<file path="src/rtl/bdma_pkg.sv">
// Shared types for the byte-memory DMA engine.
// Assumes format codes are fixed by software convention (see brief).
package bdma_pkg;

    typedef enum logic [1:0] {
        FMT_PM24 = 2'b00,
        FMT_DM16 = 2'b01,
        FMT_DMHI = 2'b10,
        FMT_DMLO = 2'b11
    } fmt_e;

    typedef enum logic [1:0] {
        ST_IDLE  = 2'b00,
        ST_LOAD  = 2'b01,
        ST_BYTE  = 2'b10,
        ST_STORE = 2'b11
    } st_e;

    // Index of the last byte of a word for a given format.
    function automatic logic [1:0] last_byte_idx(fmt_e f);
        case (f)
            FMT_PM24: return 2'd2;
            FMT_DM16: return 2'd1;
            default:  return 2'd0;
        endcase
    endfunction

endpackage

</file>
<file path="src/rtl/bdma_pack.sv">
// Format converter: turns the byte accumulator into an internal word and
// an internal word into an accumulator aligned for most-significant-first
// sending. Purely combinational; assumes the accumulator holds the bytes
// in arrival order in its low bits.
module bdma_pack
    import bdma_pkg::*;
#(
    parameter int BYTE_W = 8
) (
    input  fmt_e                 fmt,
    input  logic [3*BYTE_W-1:0]  acc,
    input  logic [3*BYTE_W-1:0]  rdata,
    output logic [3*BYTE_W-1:0]  store_word,
    output logic [3*BYTE_W-1:0]  load_word
);
    localparam int B = BYTE_W;

    // Build the word written to internal memory.
    always_comb begin
        case (fmt)
            FMT_PM24: store_word = acc;
            FMT_DM16: store_word = {{B{1'b0}}, acc[2*B-1:0]};
            FMT_DMHI: store_word = {{B{1'b0}}, acc[B-1:0], {B{1'b0}}};
            default:  store_word = {{(2*B){1'b0}}, acc[B-1:0]};
        endcase
    end

    // Align a word read from internal memory so its first byte sits on top.
    always_comb begin
        case (fmt)
            FMT_PM24: load_word = rdata;
            FMT_DM16: load_word = {rdata[2*B-1:0], {B{1'b0}}};
            FMT_DMHI: load_word = {rdata[2*B-1:B], {(2*B){1'b0}}};
            default:  load_word = {rdata[B-1:0], {(2*B){1'b0}}};
        endcase
    end

endmodule

</file>
<file path="src/rtl/bdma_addr.sv">
// Address counters: one combined page/offset byte address and one internal
// word address. Both load on an accepted configuration write and step on
// the strobes from the controller; the page carries naturally.
module bdma_addr #(
    parameter int PAGE_W  = 8,
    parameter int OFF_W   = 14,
    parameter int IADDR_W = 14
) (
    input  logic                    clk,
    input  logic                    rst_n,
    input  logic                    ld,
    input  logic [PAGE_W-1:0]       ld_page,
    input  logic [OFF_W-1:0]        ld_off,
    input  logic [IADDR_W-1:0]      ld_iaddr,
    input  logic                    e_inc,
    input  logic                    i_inc,
    output logic [PAGE_W+OFF_W-1:0] eaddr,
    output logic [IADDR_W-1:0]      iaddr
);
    localparam int EA_W = PAGE_W + OFF_W;

    // External byte address: load or step by one byte.
    always_ff @(posedge clk) begin
        if (!rst_n)     eaddr <= '0;
        else if (ld)    eaddr <= {ld_page, ld_off};
        else if (e_inc) eaddr <= eaddr + EA_W'(1);
    end

    // Internal word address: load or step by one word.
    always_ff @(posedge clk) begin
        if (!rst_n)     iaddr <= '0;
        else if (ld)    iaddr <= ld_iaddr;
        else if (i_inc) iaddr <= iaddr + IADDR_W'(1);
    end

endmodule

</file>
<file path="src/rtl/bdma_ctrl.sv">
// Transfer sequencer: holds format/direction/wait settings and the word
// count, steps through internal load, byte accesses and internal store,
// and pulses the completion interrupt. Assumes the internal port answers
// in the same cycle and that ext_gnt may drop at any time.
module bdma_ctrl
    import bdma_pkg::*;
#(
    parameter int BYTE_W = 8,
    parameter int CNT_W  = 14,
    parameter int WAIT_W = 3
) (
    input  logic                clk,
    input  logic                rst_n,
    input  logic                cfg_ld,
    input  logic [1:0]          cfg_fmt,
    input  logic                cfg_dir,
    input  logic [WAIT_W-1:0]   cfg_wait,
    input  logic                cnt_we,
    input  logic [CNT_W-1:0]    cnt_wdata,
    input  logic                ext_gnt,
    input  logic [BYTE_W-1:0]   ext_rdata,
    input  logic [3*BYTE_W-1:0] load_word,
    output fmt_e                fmt_q,
    output logic [3*BYTE_W-1:0] acc_q,
    output logic [CNT_W-1:0]    cnt_q,
    output logic                busy,
    output logic                irq,
    output logic                ext_req,
    output logic                ext_we,
    output logic [BYTE_W-1:0]   ext_wdata,
    output logic                im_req,
    output logic                im_we,
    output logic                e_inc,
    output logic                i_inc
);
    localparam int WORD_W = 3 * BYTE_W;

    st_e               st;
    logic              dir_q;
    logic [WAIT_W-1:0] wait_q;
    logic [1:0]        bidx;
    logic [WAIT_W-1:0] wcnt;
    logic [WORD_W-1:0] acc;
    logic [CNT_W-1:0]  cnt;
    logic              irq_q;

    logic idle, start, byte_done, word_end, last_word;
    logic [1:0] nb_last;

    // Decode of the current step.
    always_comb begin
        idle      = (st == ST_IDLE);
        start     = idle && cnt_we && (cnt_wdata != '0);
        byte_done = (st == ST_BYTE) && ext_gnt && (wcnt == wait_q);
        word_end  = (st == ST_STORE) || (byte_done && dir_q && (bidx == 2'd0));
        last_word = word_end && (cnt == CNT_W'(1));
        nb_last   = last_byte_idx(fmt_q);
    end

    // Configuration holding registers.
    always_ff @(posedge clk) begin
        if (!rst_n) begin
            fmt_q  <= FMT_PM24;
            dir_q  <= 1'b0;
            wait_q <= '0;
        end else if (cfg_ld) begin
            fmt_q  <= fmt_e'(cfg_fmt);
            dir_q  <= cfg_dir;
            wait_q <= cfg_wait;
        end
    end

    // Word count: loaded on start, decremented at each word end.
    always_ff @(posedge clk) begin
        if (!rst_n)        cnt <= '0;
        else if (start)    cnt <= cnt_wdata;
        else if (word_end) cnt <= cnt - CNT_W'(1);
    end

    // Completion pulse, one cycle after the final access.
    always_ff @(posedge clk) begin
        if (!rst_n) irq_q <= 1'b0;
        else        irq_q <= last_word;
    end

    // Main sequencer with byte index, wait counter and accumulator.
    always_ff @(posedge clk) begin
        if (!rst_n) begin
            st   <= ST_IDLE;
            bidx <= '0;
            wcnt <= '0;
            acc  <= '0;
        end else begin
            case (st)
                ST_IDLE: begin
                    if (start) begin
                        st   <= dir_q ? ST_LOAD : ST_BYTE;
                        bidx <= nb_last;
                        wcnt <= '0;
                    end
                end
                ST_LOAD: begin
                    acc <= load_word;
                    st  <= ST_BYTE;
                end
                ST_BYTE: begin
                    if (ext_gnt) begin
                        if (wcnt == wait_q) begin
                            wcnt <= '0;
                            acc  <= dir_q ? (acc << BYTE_W)
                                          : {acc[WORD_W-BYTE_W-1:0], ext_rdata};
                            if (bidx == 2'd0) begin
                                bidx <= nb_last;
                                if (!dir_q)         st <= ST_STORE;
                                else if (last_word) st <= ST_IDLE;
                                else                st <= ST_LOAD;
                            end else begin
                                bidx <= bidx - 2'd1;
                            end
                        end else begin
                            wcnt <= wcnt + WAIT_W'(1);
                        end
                    end
                end
                default: begin
                    bidx <= nb_last;
                    st   <= last_word ? ST_IDLE : ST_BYTE;
                end
            endcase
        end
    end

    // Output decode.
    always_comb begin
        busy      = !idle;
        irq       = irq_q;
        cnt_q     = cnt;
        acc_q     = acc;
        ext_req   = (st == ST_BYTE);
        ext_we    = dir_q;
        ext_wdata = acc[WORD_W-1 -: BYTE_W];
        im_req    = (st == ST_LOAD) || (st == ST_STORE);
        im_we     = (st == ST_STORE);
        e_inc     = byte_done;
        i_inc     = im_req;
    end

endmodule

</file>
<file path="src/rtl/bytemem_dma.sv">
// Top of the byte-memory DMA engine: wires the sequencer, the format
// converter and the address counters. Configuration writes are accepted
// only while idle; the internal port is assumed single-cycle.
module bytemem_dma
    import bdma_pkg::*;
#(
    parameter int BYTE_W  = 8,
    parameter int CNT_W   = 14,
    parameter int WAIT_W  = 3,
    parameter int PAGE_W  = 8,
    parameter int OFF_W   = 14,
    parameter int IADDR_W = 14
) (
    input  logic                    clk,
    input  logic                    rst_n,
    input  logic                    cfg_we,
    input  logic [1:0]              cfg_fmt,
    input  logic                    cfg_dir,
    input  logic [WAIT_W-1:0]       cfg_wait,
    input  logic [IADDR_W-1:0]      cfg_iaddr,
    input  logic [PAGE_W-1:0]       cfg_page,
    input  logic [OFF_W-1:0]        cfg_offset,
    input  logic                    cnt_we,
    input  logic [CNT_W-1:0]        cnt_wdata,
    output logic [CNT_W-1:0]        cnt_q,
    output logic                    busy,
    output logic                    irq,
    output logic                    im_req,
    output logic                    im_we,
    output logic                    im_pm,
    output logic [IADDR_W-1:0]      im_addr,
    output logic [3*BYTE_W-1:0]     im_wdata,
    input  logic [3*BYTE_W-1:0]     im_rdata,
    output logic                    ext_req,
    input  logic                    ext_gnt,
    output logic                    ext_we,
    output logic [PAGE_W+OFF_W-1:0] ext_addr,
    output logic [BYTE_W-1:0]       ext_wdata,
    input  logic [BYTE_W-1:0]       ext_rdata
);
    localparam int WORD_W = 3 * BYTE_W;

    fmt_e              fmt_q;
    logic [WORD_W-1:0] acc_q, store_word, load_word;
    logic              cfg_ld, e_inc, i_inc;

    // Configuration is taken only while no transfer runs.
    always_comb cfg_ld = cfg_we && !busy;

    bdma_ctrl #(
        .BYTE_W (BYTE_W),
        .CNT_W  (CNT_W),
        .WAIT_W (WAIT_W)
    ) u_ctrl (
        .clk       (clk),
        .rst_n     (rst_n),
        .cfg_ld    (cfg_ld),
        .cfg_fmt   (cfg_fmt),
        .cfg_dir   (cfg_dir),
        .cfg_wait  (cfg_wait),
        .cnt_we    (cnt_we),
        .cnt_wdata (cnt_wdata),
        .ext_gnt   (ext_gnt),
        .ext_rdata (ext_rdata),
        .load_word (load_word),
        .fmt_q     (fmt_q),
        .acc_q     (acc_q),
        .cnt_q     (cnt_q),
        .busy      (busy),
        .irq       (irq),
        .ext_req   (ext_req),
        .ext_we    (ext_we),
        .ext_wdata (ext_wdata),
        .im_req    (im_req),
        .im_we     (im_we),
        .e_inc     (e_inc),
        .i_inc     (i_inc)
    );

    bdma_pack #(
        .BYTE_W (BYTE_W)
    ) u_pack (
        .fmt        (fmt_q),
        .acc        (acc_q),
        .rdata      (im_rdata),
        .store_word (store_word),
        .load_word  (load_word)
    );

    bdma_addr #(
        .PAGE_W  (PAGE_W),
        .OFF_W   (OFF_W),
        .IADDR_W (IADDR_W)
    ) u_addr (
        .clk      (clk),
        .rst_n    (rst_n),
        .ld       (cfg_ld),
        .ld_page  (cfg_page),
        .ld_off   (cfg_offset),
        .ld_iaddr (cfg_iaddr),
        .e_inc    (e_inc),
        .i_inc    (i_inc),
        .eaddr    (ext_addr),
        .iaddr    (im_addr)
    );

    // Internal port data and space select.
    always_comb begin
        im_wdata = store_word;
        im_pm    = (fmt_q == FMT_PM24);
    end

endmodule

</file>
<file path="config.mk">
export PLATFORM = sky130hd
export DESIGN_NAME = bytemem_dma
export DESIGN_NICKNAME = d
export VERILOG_FILES = /design/src/rtl/bdma_pkg.sv /design/src/rtl/bdma_pack.sv /design/src/rtl/bdma_addr.sv /design/src/rtl/bdma_ctrl.sv /design/src/rtl/bytemem_dma.sv
export SDC_FILE = /design/constraint.sdc
export NUM_CORES = 1
export LEC_CHECK = 0
export BUFFER_PORTS_ARGS = -buffer_cell sky130_fd_sc_hd__buf_4
export CAP_MARGIN = 5
export CORE_MARGIN = 1.5
export CORE_UTILIZATION = 30
export CTS_CLUSTER_SIZE = 8
export DETAILED_ROUTE_END_ITERATION = 8
export PLACE_DENSITY = 0.54
export SKIP_CTS_REPAIR_TIMING = 1
export SLEW_MARGIN = 20
export SYNTH_ARGS = -nofsm -noshare
export SYNTH_HDL_FRONTEND = slang
export SYNTH_HIERARCHICAL = 1
export SYNTH_SLANG_ARGS = --single-unit
</file>
<file path="constraint.sdc">
create_clock -name clk -period 3.15 [get_ports clk]
set_clock_uncertainty 0.1 [all_clocks]
set_input_delay 0.63 -clock clk [delete_from_list [all_inputs] [get_ports clk]]
set_output_delay 0.63 -clock clk [all_outputs]
set_load 0.02 [all_outputs]
</file>
After elaboration in Yosys (flattened, before gate mapping)
Cells that the tools add are included.

Word-level logic and storage cells: 83. Output and inout port bits: 89. Register bits: 88. Bits of input ports: 93.

Equal/unequal tests: 11. Add/subtract/negate cells: 5. Bitwise gates (word level): 1. Reductions and logical operators: 24. Muxes and demuxes: 31.

Operators with widths (count): one-hot mux 24 bit (3 select lines) (2); 2-to-1 mux 14 bit (4); 2-to-1 mux 24 bit (2); one-hot mux 24 bit (2 select lines) (1); 2-to-1 mux 22 bit (2); adder 22 x 1 -> 22 bit (second input constant) (1); 2-to-1 mux 2 bit (11); adder 14 x 1 -> 14 bit (second input constant) (1); == test 14 x 1 -> 1 bit (second input constant) (1); nonzero test 14 bit (1); subtractor 14 x 1 -> 14 bit (second input constant) (1); one-hot mux 2 bit (3 select lines) (2); nonzero test 2 bit (5); 2-to-1 mux 3 bit (3); logical AND 1 bit (8); 2-to-1 mux 8 bit (1); AND reduction 4 bit (2); == test 2 bit (second input constant) (3); logical NOT 2 bit (3); != test 2 x 1 -> 1 bit (second input constant) (3); one-hot mux 3 bit (2 select lines) (1); AND reduction 3 bit (2); == test 2 x 1 -> 1 bit (second input constant) (2); one-hot mux 2 bit (2 select lines) (1); 8 further kinds (9).

Logic depth before layout (Yosys ltp)
Gate-level depths: netlist of run 1.

Depth after elaboration: 13. Depth in mapped cells: 9. Gate-level depth less buffers: 7.

Cells and area by module
Netlist of run 1, hierarchy kept.

Modules (own cells, without submodules): bdma_ctrl (area each 2662.6 µm², times used 1, cells each 339, sequential area each 1041.0 µm²); bdma_addr (area each 1909.3 µm², times used 1, cells each 234, sequential area each 720.7 µm²); bdma_pack (area each 560.5 µm², times used 1, cells each 74, sequential area each 0.0 µm²); bytemem_dma (area each 17.5 µm², times used 1, cells each 2, sequential area each 0.0 µm²).

Worst setup path before layout of run 1
No wires, ideal clock.

Kind: register -> register. Start: register u_ctrl.st[0]. End: register u_addr.eaddr[21]. Cell stages (with the launch flop): 10. Buffers on the path: 3. Setup slack: 0.630 ns. Library setup time: 0.074 ns. Period minus slack after synthesis: 2.520 ns. Required time: 2.976 ns. Arrival: 2.346 ns. Cell sequence: dfxtp_1 clkbuf_1 nand2b_1 clkbuf_1 nor2_1 buf_2 nand4_2 or4_1 or4_1 a31oi_1.

Word-level cells in the longest chain between the ends: 4. Elaborated cells between the ends (all ways): 7. Classes of those cells: eq/ne (1); mux (1); reduce/logical (5).

RTL lines: start, declared (RTL line bdma_ctrl.sv:38) `st_e st;`; start signal, assigned (RTL line bdma_ctrl.sv:97) `st <= dir_q ? ST_LOAD : ST_BYTE;`; start signal, assigned (RTL line bdma_ctrl.sv:127) `st <= last_word ? ST_IDLE : ST_BYTE;`; == test 2 bit (RTL line bdma_ctrl.sv:54) `byte_done = (st == ST_BYTE) && ext_gnt && (wcnt == wait_q);`; logical AND 1 bit (2 in a row) (RTL line bdma_ctrl.sv:54); net e_inc (RTL line bytemem_dma.sv:45) `logic cfg_ld, e_inc, i_inc;`; nonzero test 2 bit (no line); end signal, assigned (RTL line bdma_addr.sv:25) `else if (ld) eaddr <= {ld_page, ld_off};`; end signal, assigned (RTL line bdma_addr.sv:26) `else if (e_inc) eaddr <= eaddr + EA_W'(1);`; end, declared (RTL line bdma_addr.sv:17) `output logic [PAGE_W+OFF_W-1:0] eaddr,`.

The timed path passes the listed nets, and every way through them passes these cells. A chain may end at the register's enable or synchronous reset.

Final worst setup path of run 1
Start: register u_ctrl.wcnt[2]. End: register u_addr.eaddr[21].

Word-level cells in the longest chain between the ends: 3.

RTL lines: start, declared (RTL line bdma_ctrl.sv:42) `logic [WAIT_W-1:0] wcnt;`; start signal, assigned (RTL line bdma_ctrl.sv:121) `wcnt <= wcnt + WAIT_W'(1);`; == test 3 bit (RTL line bdma_ctrl.sv:54); logical AND 1 bit (RTL line bdma_ctrl.sv:54); net e_inc (RTL line bytemem_dma.sv:45); nonzero test 2 bit (no line).

The timed path passes the listed nets, and every way through them passes these cells.

==> run_results.csv, run 1 <==
group,metric,value,unit
run_status,status,"complete, no violations",
yosys,synth_top_family_by_area,"simple AND/OR/NAND/NOR gates",
yosys,synth-edff-count,0,
pwr,power_frac_seq,0.385,
yosys,synthArstFlopShare,0,
layout,synthToLayoutAreaGrowth,34.7,%
worst_setup_path,worstPathArrival,2830,ps
clock_tree,numClockSinks,88,
die,die_h,134,um
worst_setup_path,cp_top_family,"simple AND/OR/NAND/NOR gates",
timing,worst_pin_slew,844,ps
pwr,p_clk_frac,0.342,
job,cap_violations,0,
drt,routedWlPerCell,16.6,um
die,dieArea,18000,um^2
drt,drc,0,
worst_setup_path,r2r_end,"u_addr/eaddr[21]",
pwr,ir_drop,0.000255,V
global_routing,grt_overflow,0,
clock_tree,clk_latency,350,ps
timing,setup_viol,0,
placement,dpl.hpwl,12700,um
global_routing,grt_max_degree,62,
layout,fin_util,0.415,
worst_setup_path,rr_worst_depth,8,
worst_setup_path,crit_fanout,10,
clock_tree,cts-htree-levels,3,
drt,dr.first_iter.drc_count,283,
timing,slew_headroom,0.436,
global_routing,grt_pass1_vias,5195,
die,coreArea,16700,um^2
pwr,p_per_area,504,nW/um^2
placement,portBuffers,181,
placement,place_congestion,0.847,
timing,tns,0,ps
yosys,syn-num-nets,747,
min_path,hold_start,"u_ctrl/acc_q[14]",
layout,layout_common_cells,"buf_4 (194), dfxtp_1 (88), nand2_1 (72), nor2_1 (66), mux2i_1 (38)",
drt,ant_nets,0,
drt,dr.pass1.iters,5,
clock_tree,cts_buffer_depth,2,
worst_setup_path,required,3330,ps
drt,dr_total_vias,5323,
timing,period_share,0.841,
timing,fmax,377,MHz
yosys,synth-compound-area-share,0.197,
yosys,seq_area_frac_synth,0.342,
worst_setup_path,max_stage_delay,550,ps
worst_setup_path,critical_path.endpoint_type,"flip-flop",
layout,num-nets-final,897,
clock_tree,cts_tree,"yes",
yosys,yosysWarnings,6,
timing,finalMaxSlewViolations,0,
worst_setup_path,crit_path_start_kind,"flip-flop",
yosys,synthCells,649,
yosys,yosysUniqueCellTypes,56,
die,row_count,47,
layout,drive_above_1_share,0.276,
yosys,postSynthAreaPerCell,7.94,um^2
clock_tree,cts_made_buffers,9,
yosys,synth-adder-area-share,0.0121,
layout,antenna_cells,0,
yosys,synth_seq_cells,88,
global_routing,grt_antenna_before_repair,0,
pwr,p_sw,0.00112,W
pwr,total_power,0.00350,W
yosys,synth_mux_area_frac,0.0739,
layout,layout_commonest_cell,"buf_4",
timing,rsz0062_at_grt,"false",
worst_setup_path,path_buf_inv,1,
min_path,hold_depth,2,
drt,wl,17000,um
yosys,synth-xor-area-share,0.0476,
min_path,min_to,"u_ctrl/acc_q[22]",
global_routing,grt_pass1_wl,26800,um
yosys,synth_ff_type,"dfxtp_1",
drt,vias_per_cell,5.20,
die,start_util,0.308,
pwr,swShare,0.320,
timing,hold_viol,0,
clock_tree,cts_root_buf,"clkbuf_16",
worst_setup_path,reg2reg_slack,500,ps
worst_setup_path,cp.depth,8,
worst_setup_path,slowest_stage,"or4_1",
worst_setup_path,worstSetupPathType,"flip-flop to flip-flop",
yosys,synth-simple-area-share,0.262,
pwr,internal_power,0.00238,W
worst_setup_path,path_cells,"xnor2_1, nand4bb_1, nor2_1, buf_4, nand4_2, or4_1, or4_1, a31oi_1",
min_path,min_path_type,"flip-flop to flip-flop",
yosys,syn_area,5150,um^2
timing,min_period,2650,ps
global_routing,global_route.usage.total,0.187,
die,fp.dieW,134,um
clock_tree,path_clk_slew,60,ps
pwr,leakagePower,2.86,nW
pwr,p_comb_frac,0.273,
layout,fillCellCount,1725,
worst_setup_path,critPathMostFrequentCell,"or4_1",
worst_setup_path,reg2reg_from,"u_ctrl/wcnt[2]",
die,io_pins,182,
cells by family (layout without fill, tap and decap cells):
| family | Yosys count | count (layout) |
|---|---|---|
| flip-flops | 88 | 88 |
| multiplexers | 38 | 38 |
| AO/OA/AOI/OAI | 154 | 154 |
| XOR/XNOR | 28 | 28 |
| buffers and inverters | 71 | 226 |
| AND/OR/NAND/NOR | 265 | 265 |
| adder cells (fa/ha/maj) | 5 | 5 |
state kept, by name, summed over array words and instances, names as in the netlist, 2 cells and up:
register	flops
u_addr/eaddr	22
u_addr/iaddr	14
u_ctrl/acc_q	24
u_ctrl/bidx	2
u_ctrl/cnt_q	14
u_ctrl/fmt_q	2
u_ctrl/st	2
u_ctrl/wait_q	3
u_ctrl/wcnt	3
how the worst max path moves through the flow:
stage                        start               end
finish              u_ctrl/wcnt[2]  u_addr/eaddr[21]
global route        u_ctrl/wcnt[2]  u_addr/eaddr[21]
CTS                 u_ctrl/wcnt[2]  u_addr/eaddr[21]
detailed placement         ext_gnt  u_addr/eaddr[21]
global placement           ext_gnt  u_addr/eaddr[21]
floorplan             u_ctrl/st[0]  u_addr/eaddr[21]
routing by layer:
| metal | up-vias | GRT usage | wire (um) |
|---|---|---|---|
| li1 | 2631 | - | - |
| met1 | 2489 | 0.253 | 7910 |
| met2 | 184 | 0.299 | 7740 |
| met3 | 19 | 0.0454 | 1170 |
| met4 | 0 | 0.0454 | 198 |
| met5 | - | 0 | 0 |
final cells by class:
class                      count  area (um^2)  area share
inverter                      16         60.1     0.00866
clock inverter                 4         76.3      0.0110
timing repair buffer         194         1460       0.210
multi-input combinational    490         3050       0.440
tap                          220          275      0.0397
sequential                    88         1760       0.254
clock buffer                  12          256      0.0370
worst reg2reg max path: cells and delay by family (launching register included):
| kind | cells | cell delay, ps |
|---|---|---|
| and+or+nand+nor | 5 | 1550 |
| DFF | 1 | 330 |
| AOI/OAI and AO/OA | 1 | 170 |
| buffers and inverters | 1 | 180 |
| xor gates and xnor gates | 1 | 260 |
metrics by stage:
step	setup WS [ps]	instances	hold WS [ps]	instance area, um^2
6_report	500	1024	401	6940
3_3_place_gp	432	1008	373	6610
3_5_place_dp	407	1008	391	6610
2_1_floorplan	630	649	360	5150
4_1_cts	520	1024	398	6940
5_1_grt	277	1024	427	6940
cells in the mapped netlist (7+ instances only):
| master | number | area, um^2 |
|---|---|---|
| dfxtp_1 | 88 | 1760 |
| nand2_1 | 72 | 270 |
| nor2_1 | 66 | 248 |
| mux2i_1 | 38 | 380 |
| a21oi_1 | 35 | 175 |
| o21ai_0 | 35 | 175 |
| clkbuf_1 | 34 | 128 |
| and2_1 | 27 | 169 |
| xnor2_1 | 18 | 158 |
| a311oi_1 | 16 | 140 |
| a31oi_1 | 15 | 93.8 |
| nand4_1 | 15 | 93.8 |
| a211oi_1 | 14 | 105 |
| nand3_1 | 14 | 70.1 |
| inv_1 | 13 | 48.8 |
| or3_1 | 12 | 75.1 |
| buf_4 | 11 | 82.6 |
| nor3_1 | 11 | 55.1 |
| nor4_1 | 11 | 68.8 |
| xor2_1 | 10 | 87.6 |
| a22o_1 | 9 | 78.8 |
| nor3b_1 | 9 | 67.6 |
| o211ai_1 | 7 | 52.6 |
power by group through the flow:
| stage | Sequential, W | Clock [W] | Combinational, W |
|---|---|---|---|
| 2_1_floorplan | 0.00140 | 0 | 0.000532 |
| 3_3_place_gp | 0.00137 | 0 | 0.000948 |
| 3_5_place_dp | 0.00137 | 0 | 0.000955 |
| 4_1_cts | 0.00135 | 0.00123 | 0.000959 |
| 5_1_grt | 0.00136 | 0.00128 | 0.00104 |
| 6_report | 0.00135 | 0.00120 | 0.000956 |
No activity file was read; power rests on OpenSTA's default activity.
==> run 2, diff against run 1 <==
--- a/config.mk
+++ b/config.mk
@@ -11,7 +11,7 @@
 export CORE_UTILIZATION = 30
 export CTS_CLUSTER_SIZE = 8
 export DETAILED_ROUTE_END_ITERATION = 8
-export PLACE_DENSITY = 0.54
+export PLACE_DENSITY = 0.56
 export SKIP_CTS_REPAIR_TIMING = 1
 export SLEW_MARGIN = 20
 export SYNTH_ARGS = -nofsm -noshare
==> constraint.sdc (replaced) <==
create_clock -name clk -period 2.2 [get_ports clk]
set_clock_uncertainty 0.1 [all_clocks]
set_input_delay 0.44 -clock clk [delete_from_list [all_inputs] [get_ports clk]]
set_output_delay 0.44 -clock clk [all_outputs]
set_load 0.02 [all_outputs]
==> run 2 against run 1 <==
Effect of this change:
- the flow now finishes with violations (setup timing)
- setup slack worse by 530 ps
- die area unchanged
- register-to-register slack lost 530 ps
- clock power increased by 38%
- combinational power rose by 59%
- sequential share of layout area down 1.5 points
- critical path depth is the same
- non-clock buffer count increased by 49
==> run_results.csv, run 2 (synthesis results as in run 1) <==
group,metric,value,unit
run_status,status,"finished with violations",
run_status,violations,"setup timing",
clock_tree,cts_tree,"yes",
placement,dpl.hpwl,12000,um
worst_setup_path,max_stage_delay,430,ps
worst_setup_path,worstSetupPathType,"flip-flop to flip-flop",
min_path,hold_depth,3,
timing,slew_headroom,0.618,
die,coreArea,16700,um^2
worst_setup_path,critical_path.endpoint_type,"flip-flop",
worst_setup_path,rr_worst_depth,8,
drt,ant_nets,0,
min_path,hold_start,"cfg_iaddr[4]",
worst_setup_path,reg2reg_slack,-30,ps
drt,routedWlPerCell,15.2,um
worst_setup_path,r2r_end,"u_addr/eaddr[17]",
global_routing,grt_pass1_wl,25300,um
clock_tree,cts_buffer_depth,2,
clock_tree,cts-htree-levels,3,
layout,synthToLayoutAreaGrowth,43.9,%
global_routing,grt_overflow,0,
layout,drive_above_1_share,0.334,
placement,portBuffers,181,
drt,dr.first_iter.drc_count,259,
min_path,min_path_type,"input pin to flip-flop",
worst_setup_path,cp_top_family,"simple AND/OR/NAND/NOR gates",
worst_setup_path,worstPathArrival,2410,ps
timing,setup_viol,3,
layout,largest_reg_flops,24,
clock_tree,cts_made_buffers,9,
drt,dr.pass1.iters,4,
worst_setup_path,reg2reg_from,"u_ctrl/wcnt[1]",
worst_setup_path,crit_path_start_kind,"flip-flop",
worst_setup_path,path_buf_inv,1,
die,row_count,47,
timing,min_period,2230,ps
drt,dr_total_vias,5420,
layout,antenna_cells,0,
clock_tree,numClockSinks,88,
timing,rsz0062_at_grt,"true",
layout,layout_common_cells,"buf_4 (239), dfxtp_1 (82), nand2_1 (72), nor2_1 (65), mux2i_1 (38)",
worst_setup_path,crit_fanout,3,
worst_setup_path,slowest_stage,"or4_4",
job,cap_violations,0,
layout,postLayoutCellArea,7410,um^2
pwr,p_per_area,684,nW/um^2
min_path,min_to,"u_addr/iaddr[4]",
timing,timing.final.ws_setup,-30.1,ps
worst_setup_path,required,2380,ps
timing,hold_viol,0,
timing,finalMaxSlewViolations,0,
global_routing,grt_antenna_before_repair,0,
layout,num-nets-final,946,
global_routing,grt_max_degree,62,
drt,drc,0,
timing,worst_pin_slew,573,ps
clock_tree,path_clk_slew,60,ps
timing,period_share,1.01,
clock_tree,cts_root_buf,"clkbuf_16",
timing,fmax,448,MHz
pwr,ir_drop,0.000420,V
clock_tree,clk_latency,350,ps
placement,place_congestion,0.815,
placement,placed_area,7010,um^2
worst_setup_path,path_cells,"xor2_1, nand4bb_4, nor2_4, nand4_4, or4_4, buf_4, or3_1, a31oi_1",
die,start_util,0.308,
die,die_h,134,um
layout,fin_util,0.444,
pwr,leakagePower,3.13,nW
layout,multi_input_area,3130,um^2
drt,vias_per_cell,5.06,
die,dieArea,18000,um^2
global_routing,global_route.usage.total,0.177,
drt,wl,16300,um
die,io_pins,182,
global_routing,grt_pass1_vias,5049,
die,fp.dieW,134,um
layout,layout_commonest_cell,"buf_4",
layout,regArea,1770,um^2
layout,fillCellCount,1725,
[run 2: layout make-up]
cell class / instances / share of cell area
Multi-Input combinational cell: 490 / 0.422
Sequential cell: 88 / 0.239
Inverter: 16 / 0.00811
Timing Repair Buffer: 243 / 0.252
Clock inverter: 4 / 0.00946
Clock buffer: 10 / 0.0323
Tap cell: 220 / 0.0372
[run 2: where the power goes]
| group | internal [W] | switching, W | leakage, nW | total [W] |
|---|---|---|---|---|
| combinational | 0.000710 | 0.000814 | 2.25 | 0.00152 |
| sequential | 0.00174 | 0.000145 | 0.726 | 0.00189 |
| clock | 0.00101 | 0.000640 | 0.154 | 0.00165 |
[run 2: per-layer routing]
layer  track usage  routed length [um]  up-vias
li1              -                   -     2725
met1         0.238                7660     2518
met2         0.282                7410      162
met3        0.0378                1030       15
met4        0.0591                 211        0
met5             0                   0        -
[run 2: how the worst max path moves through the flow]
stage | startpoint | to | slack [ps] | cells after the start
global placement | u_ctrl/wcnt[1] | u_addr/eaddr[18] | -130 | 7
finish | u_ctrl/wcnt[1] | u_addr/eaddr[17] | -30 | 8
global route | u_ctrl/wcnt[1] | u_addr/eaddr[17] | -130 | 8
floorplan | u_ctrl/wcnt[1] | u_addr/eaddr[21] | -140 | 8
CTS | u_ctrl/wcnt[0] | u_addr/eaddr[18] | -160 | 7
detailed placement | u_ctrl/wcnt[1] | u_addr/eaddr[18] | -140 | 7
[run 2: metrics by stage]
stage          hold slack (ps)  power [W]  cells  setup WS (ps)  TNS [ps]
2_1_floorplan              347    0.00278    649           -140      -357
5_1_grt                    237    0.00533   1071           -133      -835
6_report                   224    0.00506   1071          -30.1     -33.9
3_5_place_dp               385    0.00343   1054           -136      -344
3_3_place_gp               386    0.00343   1054           -132      -240
4_1_cts                    209    0.00511   1068           -161      -508
[run 2: tightest hold or removal path: cells and delay by family]
family                 cells  cell delay, ps
and+or+nand+nor            1              70
muxes                      1              50
buffers and inverters      1              80
